## src/rtl/ptp_stamp_pkg.sv

```systemverilog
package ptp_stamp_pkg;
  localparam int TS_W  = 64;
  localparam int SEQ_W = 16;
  localparam int SRC_W = 48;
  localparam int DW    = 32;

  // host word addresses
  localparam int A_STS   = 0;
  localparam int A_IEN   = 1;
  localparam int A_LOCK  = 2;
  localparam int A_OVF   = 3;
  localparam int A_LAT   = 4;
  localparam int CH_BASE = 8;

  typedef struct packed {
    logic [TS_W-1:0]  tstamp;
    logic [SEQ_W-1:0] seq;
    logic [SRC_W-1:0] src;
  } cap_rec_t;
endpackage

```

## src/rtl/ptp_gpio_edge.sv

```systemverilog
module ptp_gpio_edge #(
  parameter int N = 2
) (
  input  logic         clk,
  input  logic         rst_n,
  input  logic [N-1:0] pin_i,
  output logic [N-1:0] rise_o
);
  logic [N-1:0] meta_q, sync_q, prev_q;

  always_ff @(posedge clk or negedge rst_n) begin
    if (!rst_n) begin
      meta_q <= '0;
      sync_q <= '0;
      prev_q <= '0;
    end else begin
      meta_q <= pin_i;
      sync_q <= meta_q;
      prev_q <= sync_q;
    end
  end

  assign rise_o = sync_q & ~prev_q;
endmodule

```

## src/rtl/ptp_cap_chan.sv

```systemverilog
module ptp_cap_chan
  import ptp_stamp_pkg::*;
(
  input  logic     clk,
  input  logic     rst_n,
  input  logic     ev_i,
  input  cap_rec_t rec_i,
  input  logic     lock_i,
  input  logic     clr_sts_i,
  input  logic     clr_ovf_i,
  output cap_rec_t rec_o,
  output logic     sts_o,
  output logic     ovf_o
);
  cap_rec_t rec_q;
  logic     sts_q, ovf_q;
  logic     held, load_en, sts_d, ovf_d;

  always_comb begin
    // a pending flag that is not being cleared holds a locked channel
    held    = lock_i & sts_q & ~clr_sts_i;
    load_en = ev_i & ~held;
    sts_d   = ev_i | (sts_q & ~clr_sts_i);
    ovf_d   = (ev_i & sts_q & ~clr_sts_i & ~lock_i) | (ovf_q & ~clr_ovf_i);
  end

  always_ff @(posedge clk or negedge rst_n) begin
    if (!rst_n) begin
      rec_q <= '0;
    end else if (load_en) begin
      rec_q <= rec_i;
    end
  end

  always_ff @(posedge clk or negedge rst_n) begin
    if (!rst_n) begin
      sts_q <= 1'b0;
      ovf_q <= 1'b0;
    end else begin
      sts_q <= sts_d;
      ovf_q <= ovf_d;
    end
  end

  assign rec_o = rec_q;
  assign sts_o = sts_q;
  assign ovf_o = ovf_q;
endmodule

```

## src/rtl/ptp_host_regs.sv

```systemverilog
module ptp_host_regs
  import ptp_stamp_pkg::*;
#(
  parameter int NCH = 6,
  parameter int AW  = 6
) (
  input  logic           clk,
  input  logic           rst_n,
  input  logic           wr_i,
  input  logic [AW-1:0]  addr_i,
  input  logic [NCH-1:0] wdata_i,
  output logic [NCH-1:0] irq_en_o,
  output logic [NCH-1:0] lock_en_o,
  output logic [NCH-1:0] sts_clr_o,
  output logic [NCH-1:0] ovf_clr_o
);
  logic [NCH-1:0] ien_q, lock_q, ien_d, lock_d;
  logic wr_ien, wr_lock;

  always_comb begin
    wr_ien    = wr_i && (addr_i == AW'(A_IEN));
    wr_lock   = wr_i && (addr_i == AW'(A_LOCK));
    ien_d     = wr_ien  ? wdata_i : ien_q;
    lock_d    = wr_lock ? wdata_i : lock_q;
    sts_clr_o = (wr_i && (addr_i == AW'(A_STS))) ? wdata_i : '0;
    ovf_clr_o = (wr_i && (addr_i == AW'(A_OVF))) ? wdata_i : '0;
  end

  always_ff @(posedge clk or negedge rst_n) begin
    if (!rst_n) begin
      ien_q  <= '0;
      lock_q <= '0;
    end else begin
      ien_q  <= ien_d;
      lock_q <= lock_d;
    end
  end

  assign irq_en_o  = ien_q;
  assign lock_en_o = lock_q;
endmodule

```

## src/rtl/ptp_stamp_bank.sv

```systemverilog
module ptp_stamp_bank
  import ptp_stamp_pkg::*;
#(
  parameter int NPORT    = 2,
  parameter int NGPIO    = 2,
  parameter int AW       = 6,
  parameter int LAT_FAST = 30,
  parameter int LAT_SLOW = 120
) (
  input  logic                   clk,
  input  logic                   rst_n,
  input  logic [TS_W-1:0]        time_now_i,
  input  logic [NPORT-1:0]       rx_eof_i,
  input  logic [NPORT-1:0]       rx_type_ok_i,
  input  logic [NPORT-1:0]       rx_fcs_ok_i,
  input  logic [NPORT-1:0]       rx_octet_ok_i,
  input  logic [NPORT*SEQ_W-1:0] rx_seq_i,
  input  logic [NPORT*SRC_W-1:0] rx_src_i,
  input  logic [NPORT-1:0]       tx_eof_i,
  input  logic [NPORT-1:0]       tx_type_ok_i,
  input  logic [NPORT-1:0]       tx_fcs_ok_i,
  input  logic [NPORT-1:0]       tx_octet_ok_i,
  input  logic [NPORT*SEQ_W-1:0] tx_seq_i,
  input  logic [NPORT*SRC_W-1:0] tx_src_i,
  input  logic [NGPIO-1:0]       gpio_i,
  input  logic                   speed_100_i,
  input  logic                   reg_wr_i,
  input  logic [AW-1:0]          reg_addr_i,
  input  logic [DW-1:0]          reg_wdata_i,
  output logic [DW-1:0]          reg_rdata_o,
  output logic                   irq_o
);
  localparam int NCH  = 2*NPORT + NGPIO;
  localparam int CHIW = AW - 2;

  logic [NCH-1:0]      chan_ev, chan_sts, chan_ovf;
  logic [NCH-1:0]      irq_en, lock_en, sts_clr, ovf_clr;
  logic [NGPIO-1:0]    gpio_rise;
  logic [NCH*TS_W-1:0] chan_ts;
  cap_rec_t            rec_in [NCH];
  cap_rec_t            rec_q  [NCH];

  ptp_gpio_edge #(.N(NGPIO)) u_gpio (
    .clk(clk), .rst_n(rst_n), .pin_i(gpio_i), .rise_o(gpio_rise)
  );

  ptp_host_regs #(.NCH(NCH), .AW(AW)) u_regs (
    .clk(clk), .rst_n(rst_n), .wr_i(reg_wr_i), .addr_i(reg_addr_i),
    .wdata_i(reg_wdata_i[NCH-1:0]), .irq_en_o(irq_en), .lock_en_o(lock_en),
    .sts_clr_o(sts_clr), .ovf_clr_o(ovf_clr)
  );

  // packet channels: a capture needs type match, good check and whole octets
  for (genvar p = 0; p < NPORT; p++) begin : g_port
    assign chan_ev[2*p]   = rx_eof_i[p] & rx_type_ok_i[p] & rx_fcs_ok_i[p] & rx_octet_ok_i[p];
    assign chan_ev[2*p+1] = tx_eof_i[p] & tx_type_ok_i[p] & tx_fcs_ok_i[p] & tx_octet_ok_i[p];
    assign rec_in[2*p]    = cap_rec_t'({time_now_i, rx_seq_i[p*SEQ_W +: SEQ_W], rx_src_i[p*SRC_W +: SRC_W]});
    assign rec_in[2*p+1]  = cap_rec_t'({time_now_i, tx_seq_i[p*SEQ_W +: SEQ_W], tx_src_i[p*SRC_W +: SRC_W]});
  end

  for (genvar g = 0; g < NGPIO; g++) begin : g_pin
    assign chan_ev[2*NPORT+g] = gpio_rise[g];
    assign rec_in[2*NPORT+g]  = cap_rec_t'({time_now_i, {(SEQ_W+SRC_W){1'b0}}});
  end

  for (genvar c = 0; c < NCH; c++) begin : g_chan
    ptp_cap_chan u_chan (
      .clk(clk), .rst_n(rst_n), .ev_i(chan_ev[c]), .rec_i(rec_in[c]),
      .lock_i(lock_en[c]), .clr_sts_i(sts_clr[c]), .clr_ovf_i(ovf_clr[c]),
      .rec_o(rec_q[c]), .sts_o(chan_sts[c]), .ovf_o(chan_ovf[c])
    );
    assign chan_ts[c*TS_W +: TS_W] = rec_q[c].tstamp;
  end

  assign irq_o = |(chan_sts & irq_en);

  // host read path
  logic [AW-1:0]   ch_off;
  logic [CHIW-1:0] ch_idx;
  logic            ch_hit;
  cap_rec_t        sel_rec;

  always_comb begin
    ch_off  = reg_addr_i - AW'(CH_BASE);
    ch_idx  = ch_off[AW-1:2];
    ch_hit  = 1'b0;
    sel_rec = '0;
    for (int c = 0; c < NCH; c++) begin
      if (reg_addr_i >= AW'(CH_BASE) && ch_idx == CHIW'(c)) begin
        ch_hit  = 1'b1;
        sel_rec = rec_q[c];
      end
    end
    reg_rdata_o = '0;
    if (ch_hit) begin
      case (ch_off[1:0])
        2'd0:    reg_rdata_o = sel_rec.tstamp[63:32];
        2'd1:    reg_rdata_o = sel_rec.tstamp[31:0];
        2'd2:    reg_rdata_o = {sel_rec.seq, sel_rec.src[47:32]};
        default: reg_rdata_o = sel_rec.src[31:0];
      endcase
    end else begin
      case (reg_addr_i)
        AW'(A_STS):  reg_rdata_o[NCH-1:0] = chan_sts;
        AW'(A_IEN):  reg_rdata_o[NCH-1:0] = irq_en;
        AW'(A_LOCK): reg_rdata_o[NCH-1:0] = lock_en;
        AW'(A_OVF):  reg_rdata_o[NCH-1:0] = chan_ovf;
        AW'(A_LAT):  reg_rdata_o = speed_100_i ? DW'(LAT_FAST) : DW'(LAT_SLOW);
        default:     reg_rdata_o = '0;
      endcase
    end
  end
endmodule

```

## config.mk

```make
export PLATFORM = sky130hd
export DESIGN_NAME = ptp_stamp_bank
export DESIGN_NICKNAME = d
export VERILOG_FILES = /design/src/rtl/ptp_stamp_pkg.sv /design/src/rtl/ptp_gpio_edge.sv /design/src/rtl/ptp_cap_chan.sv /design/src/rtl/ptp_host_regs.sv /design/src/rtl/ptp_stamp_bank.sv
export SDC_FILE = /design/constraint.sdc
export NUM_CORES = 1
export LEC_CHECK = 0
export BUFFER_PORTS_ARGS = -buffer_cell sky130_fd_sc_hd__buf_2
export CORE_AREA = 2 2 263 316
export DETAILED_ROUTE_END_ITERATION = 8
export DIE_AREA = 0 0 265 318
export PLACE_DENSITY = 0.62
export REMOVE_ABC_BUFFERS = 1
export SYNTH_ARGS = -nofsm -noshare
export SYNTH_HDL_FRONTEND = slang
export SYNTH_SLANG_ARGS = --single-unit
```

## constraint.sdc

```tcl
create_clock -name clk -period 2.9 [get_ports clk]
set_clock_uncertainty 0.2 [all_clocks]
set_input_delay 0.145 -clock clk [delete_from_list [all_inputs] [get_ports clk]]
set_output_delay 0.145 -clock clk [all_outputs]
set_load 0.01 [all_outputs]
```

# == Word level (Yosys, flattened, before mapping) ==
# Index checks and enable logic that the tools add are counted.
# totals
register_bits,670
in_bits,380
out_inout_bits,33
# classes
add_sub_neg,1
n_lt_le_gt_ge,1
n_eq_ne,11
n_mux,19
n_bitwise,99
n_reduce_logical,14
# ops
cell,n
128-bit two-way mux,6
32-bit case mux with 3 select lines,1
1-bit AND,60
32-bit two-way mux,1
6-bit case mux with 5 select lines,1
1-bit inverter,24
"6-bit by 2-bit == test with 1-bit output, second input constant",2
6-bit two-way mux,2
1-bit bitwise OR,12
1-bit logical AND,10
"4-bit by 2-bit == test with 1-bit output, second input constant",2
"4-bit by 3-bit == test with 1-bit output, second input constant",2
1-bit two-way mux,7
7-bit two-way mux,1
6-bit AND,1
"6-bit by 1-bit == test with 1-bit output, second input constant",1
"6-bit by 3-bit == test with 1-bit output, second input constant",1
"6-bit by 4-bit greater-or-equal comparator with 1-bit output, second input constant",1
6-bit zero test,1
6-bit OR reduction,1
"6-bit by 4-bit subtractor with 6-bit output, second input constant",1
"4-bit by 1-bit == test with 1-bit output, second input constant",1
4-bit zero test,1
2-bit AND,1
4 further kinds,4

# == Depth between registers and ports, before layout ==
# Gate-level depths: netlist (run 1).
# depth
depth_word,11
mapped_depth,11
depth_no_buf,7

# == By module ==
# Synthesis (run 1) repeated with hierarchy kept, for this count alone.
# unflattened
hier_cells,5563
area_unflattened_um2,51440.6
# modules_own_cells
module,instances,cells_each,area_per_inst_um2,seq_area_each_um2
ptp_cap_chan,6,732,7221.9,3253.1
ptp_stamp_bank,1,1117,7314.5,0.0
ptp_host_regs,1,46,616.8,300.3
ptp_gpio_edge,1,8,177.7,150.1

# == Worst setup path after synthesis (run 1) ==
# OpenSTA, ideal clock, no wires.
# synth_timing
kind,input to output
from,input port reg_addr_i[3]
to,output port reg_rdata_o[0]
arrival_ps,2192
required_time_ps,2555
path_slack_ps,363
path_stages,9
path_cell_list,inv_1 -> ha_1 -> buf_2 -> or3b_2 -> clkbuf_1 -> a211o_1 -> a31oi_1 -> a211oi_1 -> o311ai_0
# synth_via
elab_chain_cells,11
elab_cells_between_ends,34
cone_classes,add/sub (1); order compare (1); eq/ne (9); mux (15); reduce/logical (8)
# synth_lines
element,line_no,source
start: declaration,ptp_stamp_bank.sv:28,"input logic [AW-1:0] reg_addr_i,"
6-bit by 4-bit subtractor with 6-bit output,ptp_stamp_bank.sv:84,ch_off = reg_addr_i - AW'(CH_BASE);
4-bit zero test,ptp_stamp_bank.sv:89,if (reg_addr_i >= AW'(CH_BASE) && ch_idx == CHIW'(c)) begin
1-bit logical AND,ptp_stamp_bank.sv:89,
128-bit two-way mux (6 in series),ptp_stamp_bank.sv:89,
32-bit case mux with 3 select lines,ptp_stamp_bank.sv:96,case (ch_off[1:0])
32-bit two-way mux (*),ptp_stamp_bank.sv:95,if (ch_hit) begin
end: declaration,ptp_stamp_bank.sv:30,"output logic [DW-1:0] reg_rdata_o,"
# Every way passes the cells marked *; elsewhere a longest branch is shown, timed or not.

# == Worst setup path in the final report (run 1) ==
# layout_timing
from,input port reg_addr_i[3]
to,output port reg_rdata_o[12]
# The elaborated chain is that of the path after synthesis.

==> metrics.cfg, run 1 <==
[status]
outcome=finished, final reports clean

[detailed_routing]
wl_per_cell_um=23.88
wl_mm=100.3
vias_per_cell=5.483
dr.pass1.iters=5
via_count=23030
drt_iter0_markers=1389
drc_errors=0
ant_nets=0

[hold_path]
worstHoldPathCells=6
hold_class=in2reg

[placement]
place_ws_ns=-0.2471
postPlaceCellArea_um2=35740
hpwl_mm=65.84
gp_congestion=0.8463
portBuffers=386

[sta]
setup_viol=0
setup_tns_ns=0
final-hold-violation-count=0
timing.final.crit_period_ns=2.842
fin_ws_ns=0.05761
max_slew_margin_pct=60.31
rsz0062_at_grt=no
fmax_mhz=351.8
final-max-slew-violation-count=0
period_share_pct=98.01
worst_pin_slew_ns=0.5925

[synth]
synth_top_area_share_pct=53.34
synthCells=2274
synthesis.area_um2=31430
yosysTopAreaCell=dfrtp_1
synth_common_cells=dfrtp_1 (670), mux2_2 (656), mux2i_1 (196), clkbuf_1 (61), o22ai_1 (60)
ys_ff_latch=670
synth_edf_count=0
ys_seq_area_share_pct=53.34
synth_area_leaders=dfrtp_1 (53%), mux2_2 (24%), mux2i_1 (6.2%)
ys_types=60
synth-async-reset-ratio_pct=100.0
avgSynthCellArea_um2=13.82
ys.flop_type=dfrtp_1
yosysMostFrequentCell=dfrtp_1
yosys_warnings=0

[power_and_ir_drop]
p_leak_uw=0.01810
p_per_area_nw_per_um2=641.3
ir_drop_uv=405.4

[clocking]
cts_tree=built
clk_latency_ns=0.61
clock-sinks=670
path_clk_slew_ns=0.06
clock_path_buffers=3
cts_htree_levels=3
numCtsBuffers=73
cts_root_buffer=clkbuf_16

[floorplanning]
die_w_um=265
num_rows=115
core_area_um2=81440
start_util_pct=38.60
fp.dieH_um=318
io_pins=413
dieArea_um2=84270

[grt]
grt_pass1_wl_mm=153.6
grt_max_degree=81
grt_overflow=0
use_met2_pct=42.20
grt_pass1_vias=25410
met1_usage_pct=29.35
grt_usage_pct=23.77
top_usage_layer=met2
use_met3_pct=3.732
antenna_found_initial=9

[critical_path]
crit_path_max_fanout=22
start_kind=primary input
crit_required_ns=2.56
arrival_ns=2.50
reg2reg_depth=5
critPathCaptureType=output port
worst-setup-path-type=in2out

[final_layout]
syn_to_final_growth_pct=32.90
drive_gt1_share_pct=44.70
fin_area_um2=41780
final_nets=3471
final_core_util_pct=51.30
fillers=6876

[flow_run]
cap_violations=0

==> registers in the layout, indices dropped and copies added, names as in the netlist <==
name	cells
g_chan.u_chan.rec_o	640
g_chan.u_chan.ovf_o	6
u_gpio.meta_q	2
u_regs.lock_en_o	6
g_chan.u_chan.sts_o	6
u_gpio.prev_q	2
u_regs.irq_en_o	6
u_gpio.sync_q	2
==> worst paths after layout <==
kind / start / endpoint / slack (ns)
max: reg_addr_i[3] / reg_rdata_o[12] / 0.06
min: reg_wr_i / g_chan[3].u_chan.ovf_o / 0.08
max reg2reg: g_chan[2].u_chan.sts_o / g_chan[2].u_chan.rec_o[104] / 0.85
min reg2reg: u_gpio.meta_q[0] / u_gpio.sync_q[0] / 0.15
max in group asynchronous: rst_n / g_chan[2].u_chan.rec_o[100] / 1.91
min in group asynchronous: rst_n / g_chan[1].u_chan.rec_o[27] / 0.14
==> layout make-up <==
class	instances	area, µm²	share of cell area [%]
antenna	6	15.01	0.03594
clock buffer	114	2318	5.550
clock inverter	12	170.2	0.4073
inverter	8	30.03	0.07188
multi-input combinational	1426	13580	32.51
sequential	670	16770	40.13
tap	1053	1318	3.154
timing repair buffer	911	7577	18.14
==> through the flow <==
stage	instances	total power [µW]	hold WS, ns
6_report	4200	26790	0.07983
5_1_grt	4197	28050	0.07408
4_1_cts	4194	27040	0.03958
3_5_place_dp	3726	16910	-0.03087
3_3_place_gp	3726	16590	-0.03303
2_1_floorplan	2104	14950	-0.3506
==> what timing repair did <==
| action | 4_1_cts | 5_1_grt |
|---|---|---|
| hold buffers | 340 | 0 |
| cloned | 1 | 0 |
| buffers inserted | 1 | 0 |
| hold endpoints to repair | 1336 | 0 |
| pin swaps | 3 | 2 |
| setup endpoints to repair | 3 | 9 |
| resized for setup | 9 | 3 |
==> worst max-delay path, stage by stage <==
cell and delay, ns:
buf_2 0.13, inv_1 0.09, ha_4 0.19, buf_4 0.16
o211ai_1 0.41, buf_12 0.26, buf_12 0.20, o21ai_0 0.10
a311o_1 0.31, a31oi_2 0.20, buf_4 0.17, buf_2 0.12
==> placed cells by master, fill, tap and decap left out, drive strengths merged, types with 10 or more instances in the layout <==
cell type	synthesis	layout
o22ai	60	60
nor2	20	20
dfrtp	670	670
or2	14	14
a31oi	37	37
nand2b	14	14
a221oi	43	43
dlygate4sd3	0	339
mux2	675	675
a311o	14	14
o221ai	33	33
a211o	10	10
o21ai	36	36
nand2	55	55
clkbuf	61	114
buf	109	571
a21o	13	13
a22oi	20	20
a211oi	14	14
mux2i	196	196
nand3	41	41
a21oi	35	35
==> cells by family after synthesis <==
kind of cell               count (synthesis)  synth area share [%]
and+or+nand+nor                          174                 2.750
adders and majority gates                  1               0.03980
AOI/OAI and AO/OA                        370                 8.753
buffers and inverters                    178                 4.068
muxes                                    879                 31.00
DFF                                      670                 53.34
xor gates and xnor gates                   2               0.05574
==> layer usage <==
metal  vias to the layer above  share of wire (%)
li1                      10190                  -
met3                       173                4.8
met4                         4                2.8
met1                     11970                 41
met2                       693                 51
met5                         -              0.024
==> report_power, final <==
part           internal (µW)  switching (µW)
registers              11300            1000
logic                   2820            2060
clock network           5830            3820
total                  19900            6880
No activity file was read; power rests on OpenSTA's default activity.
==> inputs of run 2 (changes only) <==
- CELL_PAD_IN_SITES_DETAIL_PLACEMENT: not set -> 0
- CELL_PAD_IN_SITES_GLOBAL_PLACEMENT: not set -> 1
- PLACE_DENSITY: 0.62 -> 0.72
==> run 2 against run 1 <==
  * Register-to-register slack is essentially flat
  * Final cell count grew 0.40%
  * Sequential share of layout area is the same
  * Critical endpoint is now reg_rdata_o[25]
  * Largest power group unchanged
==> metrics.cfg, run 2 (synthesized netlist as in run 1, its figures left out) <==
[clocking]
cts_root_buffer=clkbuf_16
cts_tree=built
cts_htree_levels=3  ; unchanged
clock-sinks=670  ; unchanged
clock_path_buffers=3  ; unchanged
numCtsBuffers=74  ; +1.4%
clk_latency_ns=0.64  ; +0.03 ns
path_clk_slew_ns=0.06  ; about the same

[critical_path]
arrival_ns=2.47  ; -0.03 ns
critPathCaptureType=output port
crit_required_ns=2.56  ; about the same
start_kind=primary input
cp-startpoint=reg_addr_i[3]
crit_path_max_fanout=13  ; -41%
worst-setup-path-type=in2out
reg2reg_from=g_chan[2].u_chan.sts_o

[sta]
final-max-slew-violation-count=0  ; unchanged
fin_ws_ns=0.08151  ; +0.02389 ns
rsz0062_at_grt=no
fmax_mhz=354.8  ; +0.85%
max_slew_margin_pct=52.33  ; -8.0 points
worst_pin_slew_ns=0.7136  ; +0.1210 ns
timing.final.crit_period_ns=2.818  ; -0.02389 ns
setup_viol=0  ; unchanged
period_share_pct=97.19  ; -0.82 points
final-hold-violation-count=0  ; unchanged

[power_and_ir_drop]
p_total_uw=26650  ; -0.51%
p_per_area_nw_per_um2=638.0  ; -0.51%
p_leak_uw=0.01812  ; about the same
ir_drop_uv=415.0  ; +2.4%

[floorplanning]
dieArea_um2=84270  ; unchanged
fp.dieH_um=318  ; unchanged
io_pins=413  ; unchanged
die_w_um=265  ; unchanged
start_util_pct=38.60  ; unchanged
core_area_um2=81440  ; unchanged
num_rows=115  ; unchanged

[final_layout]
instances_no_fill=4217  ; +0.40%
syn_to_final_growth_pct=32.90  ; unchanged
largest_register_ffs=640  ; unchanged
mostFrequentLayoutCells=dfrtp_1 (670), mux2_2 (656), buf_2 (383), dlygate4sd3_1 (340), mux2i_1 (194)
final_nets=3481  ; +0.29%
final_core_util_pct=51.30  ; unchanged
layout_commonest_cell=dfrtp_1
fillers=6898  ; +0.32%
drive_gt1_share_pct=44.79  ; +0.090 points

[detailed_routing]
dr.pass1.iters=8  ; +3
wl_per_cell_um=23.99  ; +0.45%
via_count=23240  ; +0.91%
drt_iter0_markers=1496  ; +7.7%
vias_per_cell=5.511  ; +0.50%
drc_errors=0  ; unchanged
wl_mm=101.2  ; +0.85%
ant_nets=0  ; unchanged

[grt]
grt_usage_pct=23.96  ; +0.19 points
grt_overflow=0  ; unchanged
grt_pass1_wl_mm=153.9  ; +0.23%
use_met2_pct=41.22  ; -0.99 points
grt_max_degree=89  ; +9.9%
antenna_found_initial=9  ; unchanged
use_met3_pct=4.445  ; +0.71 points
grt_pass1_vias=25490  ; +0.32%
met1_usage_pct=29.49  ; +0.14 points
top_usage_layer=met2

[hold_path]
hold_class=in2reg
min-delay-start=rx_octet_ok_i[0]

[status]
outcome=finished, final reports clean

[placement]
portBuffers=386  ; unchanged
gp_congestion=0.8290  ; -2.0%
dpl.cell_count=3733  ; +0.19%
place_ws_ns=-0.1853  ; +0.06181 ns
hpwl_mm=66.98  ; +1.7%

[flow_run]
cap_violations=0  ; unchanged

-- run 2: critical path, cell delays in order --
cell and delay (ns):
buf_2 0.14, inv_1 0.09, ha_4 0.19, or3b_4 0.43, a21oi_4 0.18, buf_12 0.15, buf_16 0.17, nand3_1 0.09
a311o_1 0.36, a31oi_4 0.24, buf_4 0.15, buf_2 0.11
-- run 2: power breakdown --
| part | internal, µW | switching, µW | leakage (µW) |
|---|---|---|---|
| clock network | 5450 | 3990 | 0.00120 |
| logic | 2820 | 2100 | 0.00894 |
| registers | 11300 | 1030 | 0.00798 |
-- run 2: through the flow --
step           cell area (µm²)  setup TNS, ns  hold WS [ns]
5_1_grt                  41780              0       0.06097
4_1_cts                  41700              0       0.01417
2_1_floorplan            30190       -1292.97       -0.3506
6_report                 41780              0       0.06095
3_5_place_dp             35750        -0.2076       0.01927
3_3_place_gp             35750        -0.1962       0.01786
-- run 2: routing by layer --
| metal | routed length (µm) | vias up | share of wire (%) |
|---|---|---|---|
| li1 | - | 10230 | - |
| met1 | 41300 | 12010 | 41 |
| met2 | 50710 | 748 | 50 |
| met3 | 5260 | 242 | 5.2 |
| met4 | 3873 | 4 | 3.8 |
| met5 | 21 | - | 0.021 |
-- run 2: final cells by class --
cell class / count / area [µm²] / share of cell area (%)
Antenna cell: 7 / 17.52 / 0.04193
Clock buffer: 109 / 2143 / 5.130
Clock inverter: 24 / 297.8 / 0.7128
Inverter: 8 / 30.03 / 0.07188
Multi-Input combinational cell: 1426 / 13600 / 32.55
Sequential cell: 670 / 16770 / 40.13
Tap cell: 1053 / 1318 / 3.154
Timing Repair Buffer: 920 / 7605 / 18.20
-- run 2: path summary, 6_finish.rpt --
check	cells after the start	to	slack, ns
setup / recovery	12	reg_rdata_o[25]	0.08
hold / removal	5	g_chan[0].u_chan.rec_o[33]	0.06
setup reg to reg	5	g_chan[2].u_chan.rec_o[87]	0.86
hold reg to reg	0	u_gpio.sync_q[1]	0.15
max in group asynchronous	3	g_chan[2].u_chan.rec_o[81]	1.78
min in group asynchronous	3	g_chan[0].u_chan.rec_o[27]	0.18
-- run 2: timing repair --
item                                    in CTS  in global routing
hold buffers                               341                  0
cloned                                       1                  0
hold endpoints to repair                  1296                  0
endpoints found under the setup margin       3                  5
pin swaps                                    1                  2
gates resized for setup                      4                  9
buffers inserted                             1                  1
==> inputs of run 3 (changes only) <==
- clock period: 2.9 -> 3.2 ns (I/O delays scaled with it)
==> run 3 against run 2 <==
  * First-iteration DRC count grew 1.3%
  * Clock power down 5.6%
  * Combinational power shrank 12%
  * Final cell count is 1.7% lower
  * Global-route usage down 0.29 points
==> metrics.cfg, run 3 (synthesized netlist as in run 1, its figures left out) <==
[status]
outcome=finished, final reports clean

[final_layout]
syn_to_final_growth_pct=30.69
mostFrequentLayoutCells=dfrtp_1 (670), mux2_2 (656), buf_2 (383), dlygate4sd3_1 (339), mux2i_1 (196)
final_core_util_pct=50.44  ; -0.85 points
layout_commonest_cell=dfrtp_1
instances_no_fill=4144  ; -1.7%
largest_register_ffs=640  ; unchanged
fillers=6901  ; +0.043%
final_nets=3414  ; -1.9%
drive_gt1_share_pct=43.65  ; -1.1 points

[grt]
grt_pass1_vias=25310  ; -0.68%
use_met3_pct=3.469  ; -0.98 points
met1_usage_pct=29.17  ; -0.32 points
top_usage_layer=met2
grt_overflow=0  ; unchanged
use_met2_pct=41.21  ; about the same
grt_pass1_wl_mm=152.7  ; -0.79%
grt_usage_pct=23.67  ; -0.29 points
antenna_found_initial=6  ; -3
grt_max_degree=135  ; +52%

[power_and_ir_drop]
ir_drop_uv=386.2  ; -6.9%
swShare_pct=25.89  ; -0.80 points
clkPwrFrac_pct=36.6  ; +1.2 points
p_leak_uw=0.01775  ; -2.0%
p_per_area_nw_per_um2=593.2  ; -7.0%
seqPwrFrac_pct=45.7  ; -0.4 points
power_frac_comb_pct=17.8  ; -0.7 points
p_int_uw=18060  ; -7.6%
power_switching_uw=6311  ; -11%

[clocking]
numCtsBuffers=74  ; unchanged
clock_path_buffers=3  ; unchanged
cts_root_buffer=clkbuf_16
clk_latency_ns=0.62  ; -0.02 ns
cts_tree=built
path_clk_slew_ns=0.06  ; about the same
clock-sinks=670  ; unchanged
cts_setup_buffers=0  ; -1
cts_htree_levels=3  ; unchanged

[flow_run]
cap_violations=0  ; unchanged

[detailed_routing]
dr.pass1.iters=6  ; -2
wl_per_cell_um=24.03  ; +0.18%
drt_iter0_markers=1516  ; +1.3%
drc_errors=0  ; unchanged
vias_per_cell=5.533  ; +0.41%
ant_nets=0  ; unchanged
via_count=22930  ; -1.3%
wl_mm=99.59  ; -1.6%

[hold_path]
hold_class=in2async

[sta]
max_slew_margin_pct=50.82  ; -1.5 points
final-max-slew-violation-count=0  ; unchanged
worst_pin_slew_ns=0.7377  ; +0.02415 ns
setup_viol=0  ; unchanged
period_share_pct=94.51
timing.final.crit_period_ns=3.024
fmax_mhz=330.7
final-hold-violation-count=0  ; unchanged
rsz0062_at_grt=no

[critical_path]
critPathCaptureType=output port
crit_chain=buf_2, inv_1, ha_2, nor2b_1, buf_4, o2111ai_4, o21ai_0, a21oi_1, a31oi_1, buf_2
crit_path_max_fanout=10  ; -3
reg2reg_to=g_chan[3].u_chan.rec_o[26]
reg2reg_from=g_chan[3].u_chan.sts_o
crit_required_ns=2.84  ; +0.28 ns
start_kind=primary input
cp-startpoint=reg_addr_i[3]
endpoint=reg_rdata_o[6]
worst-setup-path-type=in2out
rrSetupSlack_ns=1.16  ; +0.30 ns
cp_slowest_cell=ha_2
slowest_delay_ns=0.43  ; about the same
reg2reg_depth=5  ; unchanged
cpMostUsedCell=buf_2
arrival_ns=2.66  ; +0.19 ns

[placement]
hpwl_mm=64.62  ; -3.5%
portBuffers=386  ; unchanged
gp_congestion=0.8275  ; -0.18%
dpl.cell_count=3670  ; -1.7%

[floorplanning]
die_w_um=265  ; unchanged
core_area_um2=81440  ; unchanged
num_rows=115  ; unchanged
dieArea_um2=84270  ; unchanged
io_pins=413  ; unchanged
fp.dieH_um=318  ; unchanged
start_util_pct=38.60  ; unchanged

[run 3: cell count changes in the layout (fill, tap and decap cells not counted), sizes merged]
cell and change:
buf -65, clkinv -6, clkbuf -5, bufinv +4
clkinvlp +4, diode -2, bufbuf -1, dlygate4sd3 -1
inv -1
[run 3: per-stage QoR]
step	worst slack, ns	area (µm²)	setup TNS (ns)	hold WS [ns]	total power, µW
2_1_floorplan	-2.124	30190	-1138.41	-0.3356	13550
3_5_place_dp	0.02876	35100	0	-0.03776	15280
6_report	0.1757	41080	0	0.07432	24370
3_3_place_gp	0.05391	35100	0	-0.03030	14980
4_1_cts	0.02422	41060	0	0.04559	24600
5_1_grt	0.03697	41080	0	0.08195	25540
[run 3: critical path: cells and delay by family]
kind,cells,cell delay [ns]
AO/OA/AOI/OAI,4,1.17
AND/OR/NAND/NOR,1,0.21
adder cells (fa/ha/maj),1,0.43
buffers and inverters,4,0.68
[run 3: routing by layer]
layer	share of wire (%)	routed length (µm)
met5	0.011	11
met2	51	50300
met1	41	40630
met4	3.9	3844
met3	4.8	4807
[run 3: area by class of cell]
class	count	area [µm²]	area share, %
Inverter	8	30.03	0.07310
Antenna cell	5	12.51	0.03046
Multi-Input combinational cell	1426	13540	32.96
Tap cell	1053	1318	3.207
Clock inverter	25	327.8	0.7980
Clock buffer	104	2208	5.376
Timing Repair Buffer	853	6879	16.75
Sequential cell	670	16770	40.81
[run 3: worst min path at each step]
stage | start | endpoint | slack, ns | cells past startpoint
after floorplan | rst_n | g_chan[0].u_chan.ovf_o | -0.34 | 0
after global placement | rst_n | g_chan[3].u_chan.rec_o[27] | -0.03 | 1
after detailed placement | rst_n | g_chan[2].u_chan.rec_o[27] | -0.04 | 1
after CTS | tx_src_i[62] | g_chan[3].u_chan.rec_o[14] | 0.05 | 3
after global routing | tx_seq_i[18] | g_chan[3].u_chan.rec_o[50] | 0.08 | 3
final | rst_n | g_chan[2].u_chan.rec_o[27] | 0.07 | 3
[run 3: power groups by stage]
stage	Sequential (µW)	Clock, µW	Combinational (µW)
2_1_floorplan	10900	0	2610
3_3_place_gp	11100	0	3850
3_5_place_dp	11300	0	4010
4_1_cts	11100	9120	4360
5_1_grt	11300	9490	4700
6_report	11100	8910	4330
[run 3: what timing repair did]
action,4_1_cts,5_1_grt
gates resized for setup,0,2
endpoints found under the hold margin,1172,0
endpoints found under the setup margin,0,4
hold buffers,340,0
